### src/rtl/wide_cmp_pkg.sv
package wide_cmp_pkg;
  typedef enum logic [2:0] {
    CC_EQ   = 3'd0,
    CC_NE   = 3'd1,
    CC_RS2  = 3'd2,
    CC_RS3  = 3'd3,
    CC_LT   = 3'd4,
    CC_GE   = 3'd5,
    CC_LTU  = 3'd6,
    CC_GEU  = 3'd7
  } cmp_cond_e;
endpackage

### src/rtl/cmp_eq_unit.sv
module cmp_eq_unit #(
  parameter int HALF_W = 64
) (
  input  logic [HALF_W-1:0] a_lo_i,
  input  logic [HALF_W-1:0] a_hi_i,
  input  logic [HALF_W-1:0] b_lo_i,
  input  logic [HALF_W-1:0] b_hi_i,
  input  logic              b_zero_i,
  output logic              eq_o
);
  logic [HALF_W-1:0] diff_bits;

  always_comb begin
    if (b_zero_i) diff_bits = a_lo_i | a_hi_i;
    else          diff_bits = (a_lo_i ^ b_lo_i) | (a_hi_i ^ b_hi_i);
  end

  assign eq_o = ~|diff_bits;
endmodule

### src/rtl/cmp_slt_unit.sv
module cmp_slt_unit #(
  parameter int HALF_W = 64
) (
  input  logic [HALF_W-1:0] a_lo_i,
  input  logic [HALF_W-1:0] a_hi_i,
  input  logic [HALF_W-1:0] b_lo_i,
  input  logic [HALF_W-1:0] b_hi_i,
  input  logic              b_zero_i,
  output logic              lt_o
);
  localparam int MSB = HALF_W - 1;

  logic              lo_borrow;
  logic [HALF_W-1:0] diff_hi;
  logic              ovf;
  logic              unused_diff;

  assign lo_borrow   = a_lo_i < b_lo_i;
  assign diff_hi     = a_hi_i - b_hi_i - {{(HALF_W-1){1'b0}}, lo_borrow};
  // overflow only when operand signs differ and the result sign left a's sign
  assign ovf         = (diff_hi[MSB] ^ a_hi_i[MSB]) & (a_hi_i[MSB] ^ b_hi_i[MSB]);
  assign unused_diff = ^diff_hi[MSB-1:0];

  assign lt_o = b_zero_i ? a_hi_i[MSB] : (diff_hi[MSB] ^ ovf);
endmodule

### src/rtl/cmp_geu_unit.sv
module cmp_geu_unit #(
  parameter int HALF_W = 64
) (
  input  logic [HALF_W-1:0] a_lo_i,
  input  logic [HALF_W-1:0] a_hi_i,
  input  logic [HALF_W-1:0] b_lo_i,
  input  logic [HALF_W-1:0] b_hi_i,
  input  logic              b_zero_i,
  output logic              geu_o
);
  logic [HALF_W-1:0] b_lo_m, b_hi_m;
  logic              lo_borrow;
  logic [HALF_W:0]   hi_ext;
  logic              unused_hi;

  assign b_lo_m    = b_zero_i ? '0 : b_lo_i;
  assign b_hi_m    = b_zero_i ? '0 : b_hi_i;
  assign lo_borrow = a_lo_i < b_lo_m;
  // extra top bit catches the borrow out of the high half
  assign hi_ext    = {1'b0, a_hi_i} - {1'b0, b_hi_m} - {{HALF_W{1'b0}}, lo_borrow};
  assign unused_hi = ^hi_ext[HALF_W-1:0];
  assign geu_o     = ~hi_ext[HALF_W];
endmodule

### src/rtl/wide_cmp.sv
module wide_cmp
  import wide_cmp_pkg::*;
#(
  parameter int HALF_W  = 64,
  parameter bit REG_OUT = 1'b1
) (
  input  logic              clk_i,
  input  logic              rst_ni,
  input  logic              valid_i,
  input  logic [HALF_W-1:0] a_lo_i,
  input  logic [HALF_W-1:0] a_hi_i,
  input  logic [HALF_W-1:0] b_lo_i,
  input  logic [HALF_W-1:0] b_hi_i,
  input  logic [2:0]        cond_i,
  input  logic              b_zero_i,
  output logic              valid_o,
  output logic              result_o
);
  localparam int MSB = HALF_W - 1;

  logic      eq_w, lt_w, geu_w, res_c;
  cmp_cond_e cc;

  assign cc = cmp_cond_e'(cond_i);

  cmp_eq_unit #(.HALF_W(HALF_W)) u_eq (
    .a_lo_i(a_lo_i), .a_hi_i(a_hi_i), .b_lo_i(b_lo_i), .b_hi_i(b_hi_i),
    .b_zero_i(b_zero_i), .eq_o(eq_w)
  );

  cmp_slt_unit #(.HALF_W(HALF_W)) u_slt (
    .a_lo_i(a_lo_i), .a_hi_i(a_hi_i), .b_lo_i(b_lo_i), .b_hi_i(b_hi_i),
    .b_zero_i(b_zero_i), .lt_o(lt_w)
  );

  cmp_geu_unit #(.HALF_W(HALF_W)) u_geu (
    .a_lo_i(a_lo_i), .a_hi_i(a_hi_i), .b_lo_i(b_lo_i), .b_hi_i(b_hi_i),
    .b_zero_i(b_zero_i), .geu_o(geu_w)
  );

  always_comb begin
    unique case (cc)
      CC_EQ:   res_c = eq_w;
      CC_NE:   res_c = ~eq_w;
      CC_LT:   res_c = lt_w;
      CC_GE:   res_c = ~lt_w;
      CC_LTU:  res_c = ~geu_w;
      CC_GEU:  res_c = geu_w;
      default: res_c = 1'b0;
    endcase
  end

  generate
    if (REG_OUT) begin : g_reg
      logic valid_q, result_q;

      always_ff @(posedge clk_i or negedge rst_ni) begin
        if (!rst_ni) begin
          valid_q  <= 1'b0;
          result_q <= 1'b0;
        end else begin
          valid_q  <= valid_i;
          result_q <= valid_i & res_c;
        end
      end

      assign valid_o  = valid_q;
      assign result_o = result_q;

      a_r9_valid_follows: assert property (@(posedge clk_i) disable iff (!rst_ni)
        1'b1 |=> valid_o == $past(valid_i));
      a_r9_idle_clears: assert property (@(posedge clk_i) disable iff (!rst_ni)
        !valid_i |=> !result_o);
      a_r7_reserved_false: assert property (@(posedge clk_i) disable iff (!rst_ni)
        (valid_i && cond_i[2:1] == 2'b01) |=> !result_o);
    end else begin : g_comb
      logic unused_clk;
      assign unused_clk = clk_i ^ rst_ni;
      assign valid_o    = valid_i;
      assign result_o   = valid_i & res_c;
    end
  endgenerate

  // cross-checks between independently built relations
  a_r1_eq_not_less: assert property (@(posedge clk_i) disable iff (!rst_ni)
    eq_w |-> (geu_w && !lt_w));
  a_r3_sign_decides: assert property (@(posedge clk_i) disable iff (!rst_ni)
    (!b_zero_i && a_hi_i[MSB] != b_hi_i[MSB]) |-> (lt_w == a_hi_i[MSB]));
  a_r5_same_sign_agree: assert property (@(posedge clk_i) disable iff (!rst_ni)
    (!b_zero_i && a_hi_i[MSB] == b_hi_i[MSB]) |-> (lt_w == !geu_w));
  a_r8_zero_unsigned: assert property (@(posedge clk_i) disable iff (!rst_ni)
    b_zero_i |-> geu_w);
endmodule

### config.mk
export PLATFORM = sky130hd
export DESIGN_NAME = wide_cmp
export DESIGN_NICKNAME = d
export VERILOG_FILES = /design/src/rtl/wide_cmp_pkg.sv /design/src/rtl/cmp_eq_unit.sv /design/src/rtl/cmp_slt_unit.sv /design/src/rtl/cmp_geu_unit.sv /design/src/rtl/wide_cmp.sv
export SDC_FILE = /design/constraint.sdc
export NUM_CORES = 1
export LEC_CHECK = 0
export BUFFER_PORTS_ARGS = -buffer_cell sky130_fd_sc_hd__buf_2
export CORE_MARGIN = 2
export CORE_UTILIZATION = 56
export CTS_CLUSTER_DIAMETER = 100
export DETAILED_ROUTE_END_ITERATION = 10
export GPL_TIMING_DRIVEN = 0
export PLACE_DENSITY = 0.94
export SKIP_LAST_GASP = 1
export SYNTH_ARGS = -nofsm -noshare
export SYNTH_HDL_FRONTEND = slang
export SYNTH_SLANG_ARGS = --single-unit
### constraint.sdc
create_clock -name clk_i -period 0.8 [get_ports clk_i]
set_input_delay 0 -clock clk_i [delete_from_list [all_inputs] [get_ports clk_i]]
set_output_delay 0 -clock clk_i [all_outputs]
set_load 0.01 [all_outputs]
=== Yosys cells after proc, flatten, opt, wreduce, memory -nomap -nowiden ===
Cells that the tools add are included.

* Register bits: 2
* Input port bits: 263
* Word-level logic and storage cells: 32

* Add/sub/neg operators: 4
* $lt $le $gt $ge: 2
* Equal/unequal tests: 5
* Muxes and demuxes: 5
* Bitwise operators: 11
* Reduce and logical (&&, ||, !) cells: 3

{| class="wikitable"
|+ Operator list
! kind !! count
|-
| $mux W64 || 3
|-
| $lt A64 B64 Y1 || 2
|-
| $or A64 B64 Y64 || 2
|-
| $xor A64 B64 Y64 || 2
|-
| $sub A64 B64 Y65 || 1
|-
| $sub A65 B1 Y65 || 1
|-
| $reduce_or A64 Y1 || 1
|-
| $sub A64 B1 Y64 || 1
|-
| $sub A64 B64 Y64 || 1
|-
| $eq A3 B3 Y1 const B || 4
|-
| $pmux W1 S6 || 1
|-
| $eq A3 B1 Y1 const B || 1
|-
| $logic_not A3 Y1 || 1
|-
| $xor A1 B1 Y1 || 3
|-
| $and A1 B1 Y1 || 2
|-
| $not A1 Y1 || 2
|-
| $logic_not A1 Y1 || 1
|-
| $mux W1 || 1
|}

=== Depth between registers and ports, before layout ===
* Depth in word-level cells: 9
* Depth in mapped cells: 27
* Mapped depth without buffers: 24

=== Modules after synthesis ===
From an unflattened synthesis, not the netlist that was laid out.

* Cell total of the unflattened synthesis: 1617
* Area, all modules: 11488.5 um^2

{| class="wikitable"
|+ Modules (own cells, without submodules)
! module !! times used !! cells an instance !! area each (um^2)
|-
| cmp_geu_unit || 1 || 711 || 5028.6
|-
| cmp_slt_unit || 1 || 635 || 4455.5
|-
| cmp_eq_unit || 1 || 260 || 1891.8
|-
| wide_cmp || 1 || 11 || 112.6
|}

=== Worst setup path after synthesis ===
No wires, ideal clock.

* Kind: input to register
* From: input b_zero_i
* To: register g_reg.result_q (netlist: result_o)
* Library setup time: 0.128 ns
* Arrival time: 4.323 ns
* Required time: 0.672 ns
* Slack: -3.651 ns
* Stages on the path: 27
* Path through: inv_2 -> buf_6 -> buf_6 -> clkbuf_1 -> nand2_1 -> ha_1 -> a21o_1 -> a21o_1 -> a21o_1 -> a21o_1 -> a21o_1 -> a21o_1 -> a211o_1 -> a221oi_1 -> o21ai_1 -> ha_1 -> a21o_1 -> ha_1 -> nand2_1 -> a31oi_1 -> nor4_1 -> or4_1 -> a41oi_1 -> o311a_1 -> nor4_1 -> mux2i_1 -> nand3_1

* Word-level cells in the longest chain between the ends: 6
* Elaborated cells on any way between the ends: 13
* Those cells by class: 2 x add/sub; 1 x order compare; 5 x mux; 3 x bitwise; 2 x reduce/logical

{| class="wikitable"
|+ Ends and longest elaborated chain
! element !! line !! RTL
|-
| start, declared || wide_cmp.sv:15 || <nowiki>input logic b_zero_i,</nowiki>
|-
| $mux W64 (on tied branches) || cmp_geu_unit.sv:17, cmp_geu_unit.sv:16 ||
|-
| $sub A64 B64 Y65 / $lt A64 B64 Y1 (equally long branches) || cmp_geu_unit.sv:20, cmp_geu_unit.sv:18 ||
|-
| $sub A65 B1 Y65 || cmp_geu_unit.sv:20 || <nowiki>assign hi_ext = {1'b0, a_hi_i} - {1'b0, b_hi_m} - {{HALF_W{1'b0}}, lo_borrow};</nowiki>
|-
| $not A1 Y1 || cmp_geu_unit.sv:22 || <nowiki>assign geu_o = ~hi_ext[HALF_W];</nowiki>
|-
| $pmux W1 S6 (*) || wide_cmp.sv:42 || <nowiki>unique case (cc)</nowiki>
|-
| $and A1 B1 Y1 (*) || wide_cmp.sv:63 || <nowiki>result_q <= valid_i & res_c;</nowiki>
|-
| end signal, assigned || wide_cmp.sv:63 ||
|-
| end, declared || wide_cmp.sv:55 || <nowiki>logic valid_q, result_q;</nowiki>
|}

Mark *: on every way between the ends. The rest lies on a longest branch, timed or not.

=== Worst setup path in the final report ===
Same ends and word-level chain as after synthesis.

==> impl_results.md <==
* Number of buffers created by CTS at 3
* Number of global-route vias before repair at about 11,000
* Unrepaired setup endpoints after global routing: yes
* CP endpoint: result_o
* Number of synthesized flops with an enable pin at 0
* CTS tree: built
* Worst Setup Path Type: input pin to flip-flop
* Fin area at 0.0118 mm^2
* Worst Tran Pin Value at 1120 ps
* Std-Cell Rows at 48
* Total global-route track usage at approximately 34%
* Clock Sinks at 2
* Die Ht at approximately 140 um
* Post-DP HPWL at around 28 mm
* Total routed wirelength at 31.8 mm
* Worst hold stages at 3
* Syn nets at ~2,000
* Synth Flop Type: dfrtp_1
* Worst min-delay path class: input pin to flip-flop
* GR Overflow Total at 0
* Status: finished with violations
* PD cells at roughly 640 mW/mm^2
* Final ANT Viol Nets at 0
* Die area at about 0.019 mm^2
* Port buffer count at ~260
* Drt wl/cell at ~17 um
* Worst path required time at 900 ps
* Via-per-instance ratio at just under 6
* Pleak at ~0.007 uW
* Largest net degree at the start of global routing at 11
* Total negative slack at -3690 ps
* Synthesized cell area at roughly 0.01 mm^2
* CP arrival at approximately 4600 ps
* Via Count at ~11,000
* Maximum vdd drop at around 0.00065 V
* Clk slew on worst S/H paths at 30 ps
* Crit path max fanout at 4
* Share of layout cells above drive strength 1 at between 10% and 20%
* Sequential fraction of the synthesis area at 0.511%
* #FFs+latches synth at 2
* Final Cycle Share at 561%
* DRC Markers at 0
* Slew headroom at 23.2%
* Post-route setup slack at -3690 ps
* Post-place setup slack at -4510 ps
* CP endpoint kind: flip-flop
* Tmin final at roughly 4500 ps
* First-pass GRT wire length at 49.4 mm
* Pins Over Slew Limit at 0
* DRT Pass-1 Iters at 5
* Top Ports at between 200 and 300
* H-Tree Level Count at 1
* 1st-iter DRT viols at between 500 and 600
* Post-Synthesis Cells at between 1,000 and 1,500
* Core area at between 0.015 and 0.02 mm^2
* Initial antenna violation count at 5
* Maxcap violations at 0
* Hold Crit Start: valid_i
* Placed cell area at 0.0115 mm^2
* Unique masters post-synth at 51
* Hold Vio Cnt, Final at 0
* Failing checks: setup timing
* Avg Synthesized Cell Area at around 7.1 um^2
* CP Launch Type: input pin
* Nets@finish at between 2,000 and 2,500
* Share of flip-flops with an asynchronous set or reset at 100%
* Root buffer cell: clkbuf_16
* Crit. Startpoint: b_zero_i
* # setup viols final at 1
* DIE WIDTH at between 100 and 150 um
* Longest Clk Path Bufs at 2
* Starting Density at about 57%
* Yosys warns at 0
* Peak Freq at around 220 MHz
* RePlAce Congestion at around 0.93
* Layout area overhead at 20.0%
==> placed cells by master (no fill, tap or decap), types with 16 or more instances in the layout <==
cell type	count
nor3_1	17
o21ai_0	23
ha_1	371
inv_1	378
nor2b_1	71
buf_2	264
nand3_1	16
a21oi_1	63
nand4_1	66
a21o_1	70
nor2_1	23
nor4_1	33
nand2_1	106
==> power by group <==
group          internal, uW  switching, uW  total [uW]
clock                   638            139         777
combinational          2960           3640        6600
sequential              110           4.72         115
total                  3710           3780        7490
==> synthesized netlist by cell type, drive strengths merged, types with 2 or more instances <==
master / instances / area [um^2]
xor2: 2 / 17.5
a221oi: 6 / 52.6
nor4: 34 / 219
a211o: 2 / 17.5
or3: 6 / 37.5
o211ai: 5 / 42.5
o21ai: 37 / 185
o21a: 11 / 82.6
nor4b: 2 / 17.5
nor2: 23 / 86.3
inv: 380 / 1430
or4: 7 / 56.3
nand4: 66 / 413
o221ai: 3 / 26.3
clkbuf: 14 / 62.6
nor3: 18 / 95.1
and4: 4 / 35.0
nand2b: 6 / 37.5
a2111oi: 3 / 26.3
ha: 375 / 4690
a31oi: 5 / 43.8
a21o: 70 / 526
a211oi: 14 / 105
nand3: 16 / 80.1
nand2: 110 / 413
o2111ai: 4 / 41.3
nor2b: 71 / 444
a21oi: 63 / 315
buf: 2 / 22.5
and3: 4 / 25.0
dfrtp: 2 / 50.1
==> final cells by class <==
cell class | instances | area [um^2]
Buffer | 16 | 160
Clock buffer | 3 | 75.1
Inverter | 380 | 1440
Antenna cell | 4 | 10.0
Timing Repair Buffer | 269 | 1400
Multi-Input combinational cell | 978 | 8330
Fill cell | 1433 | 5430
Sequential cell | 2 | 50.0
Tap cell | 225 | 282
==> metrics by stage <==
stage,hold WS (ps),util (%),instances,power (uW)
floorplan,-296,-,1376,4160
finish,56.2,68.4,1877,7490
global placement,-203,66.9,1865,6070
CTS,51.8,68.3,1873,7370
detailed placement,-203,66.9,1865,6420
global route,88.1,68.4,1875,8330
==> sequential cells by signal, summed over array words and instances (netlist names) <==
name      count
result_o      1
valid_o       1
==> critical path: stages <==
cell and delay, ps:
buf_12 100, inv_12 30, buf_12 110, bufbuf_16 260, buf_4 140, nand2_2 80
ha_4 200, a21o_1 180, a21o_1 150, a21o_1 160, a21o_1 150, a21o_1 150
a211o_1 320, a221oi_2 300, o21ai_2 120, ha_1 290, a21o_1 160, ha_1 270
nand2_1 70, a31oi_2 180, nor4_1 70, or4_1 420, a41oi_2 210, o311a_1 200
nor4_1 50, mux2i_1 140, nand3_1 80
==> timing repair <==
action,4_1_cts,5_1_grt
pin swaps,15,3
gates resized for setup,21,3
hold buffers,2,0
buffers inserted,2,0
gates cloned,1,0
hold endpoints to repair,3,0
endpoints found under the setup margin,1,1
==> kinds of logic after synthesis <==
group | after synthesis | share of synthesized area, %
xor+xnor | 2 | 0.179
compound gates | 232 | 15.8
buf+inv | 396 | 15.4
flops | 2 | 0.511
fa+ha+maj | 375 | 47.9
simple gates | 368 | 20.1
mux | 1 | 0.102
==> metal layers <==
metal	vias up	share of wire, %	global-route usage, %
li1	5288	-	-
met1	4972	39	40.1
met2	532	48	61.7
met3	101	8.6	3.06
met4	2	3.8	12.3
met5	-	0.041	0
==> worst min path at each step <==
stage | to
finish | result_o
global route | result_o
floorplan | result_o
CTS | result_o
detailed placement | valid_o
global placement | result_o
No activity file was read; power rests on OpenSTA's default activity.
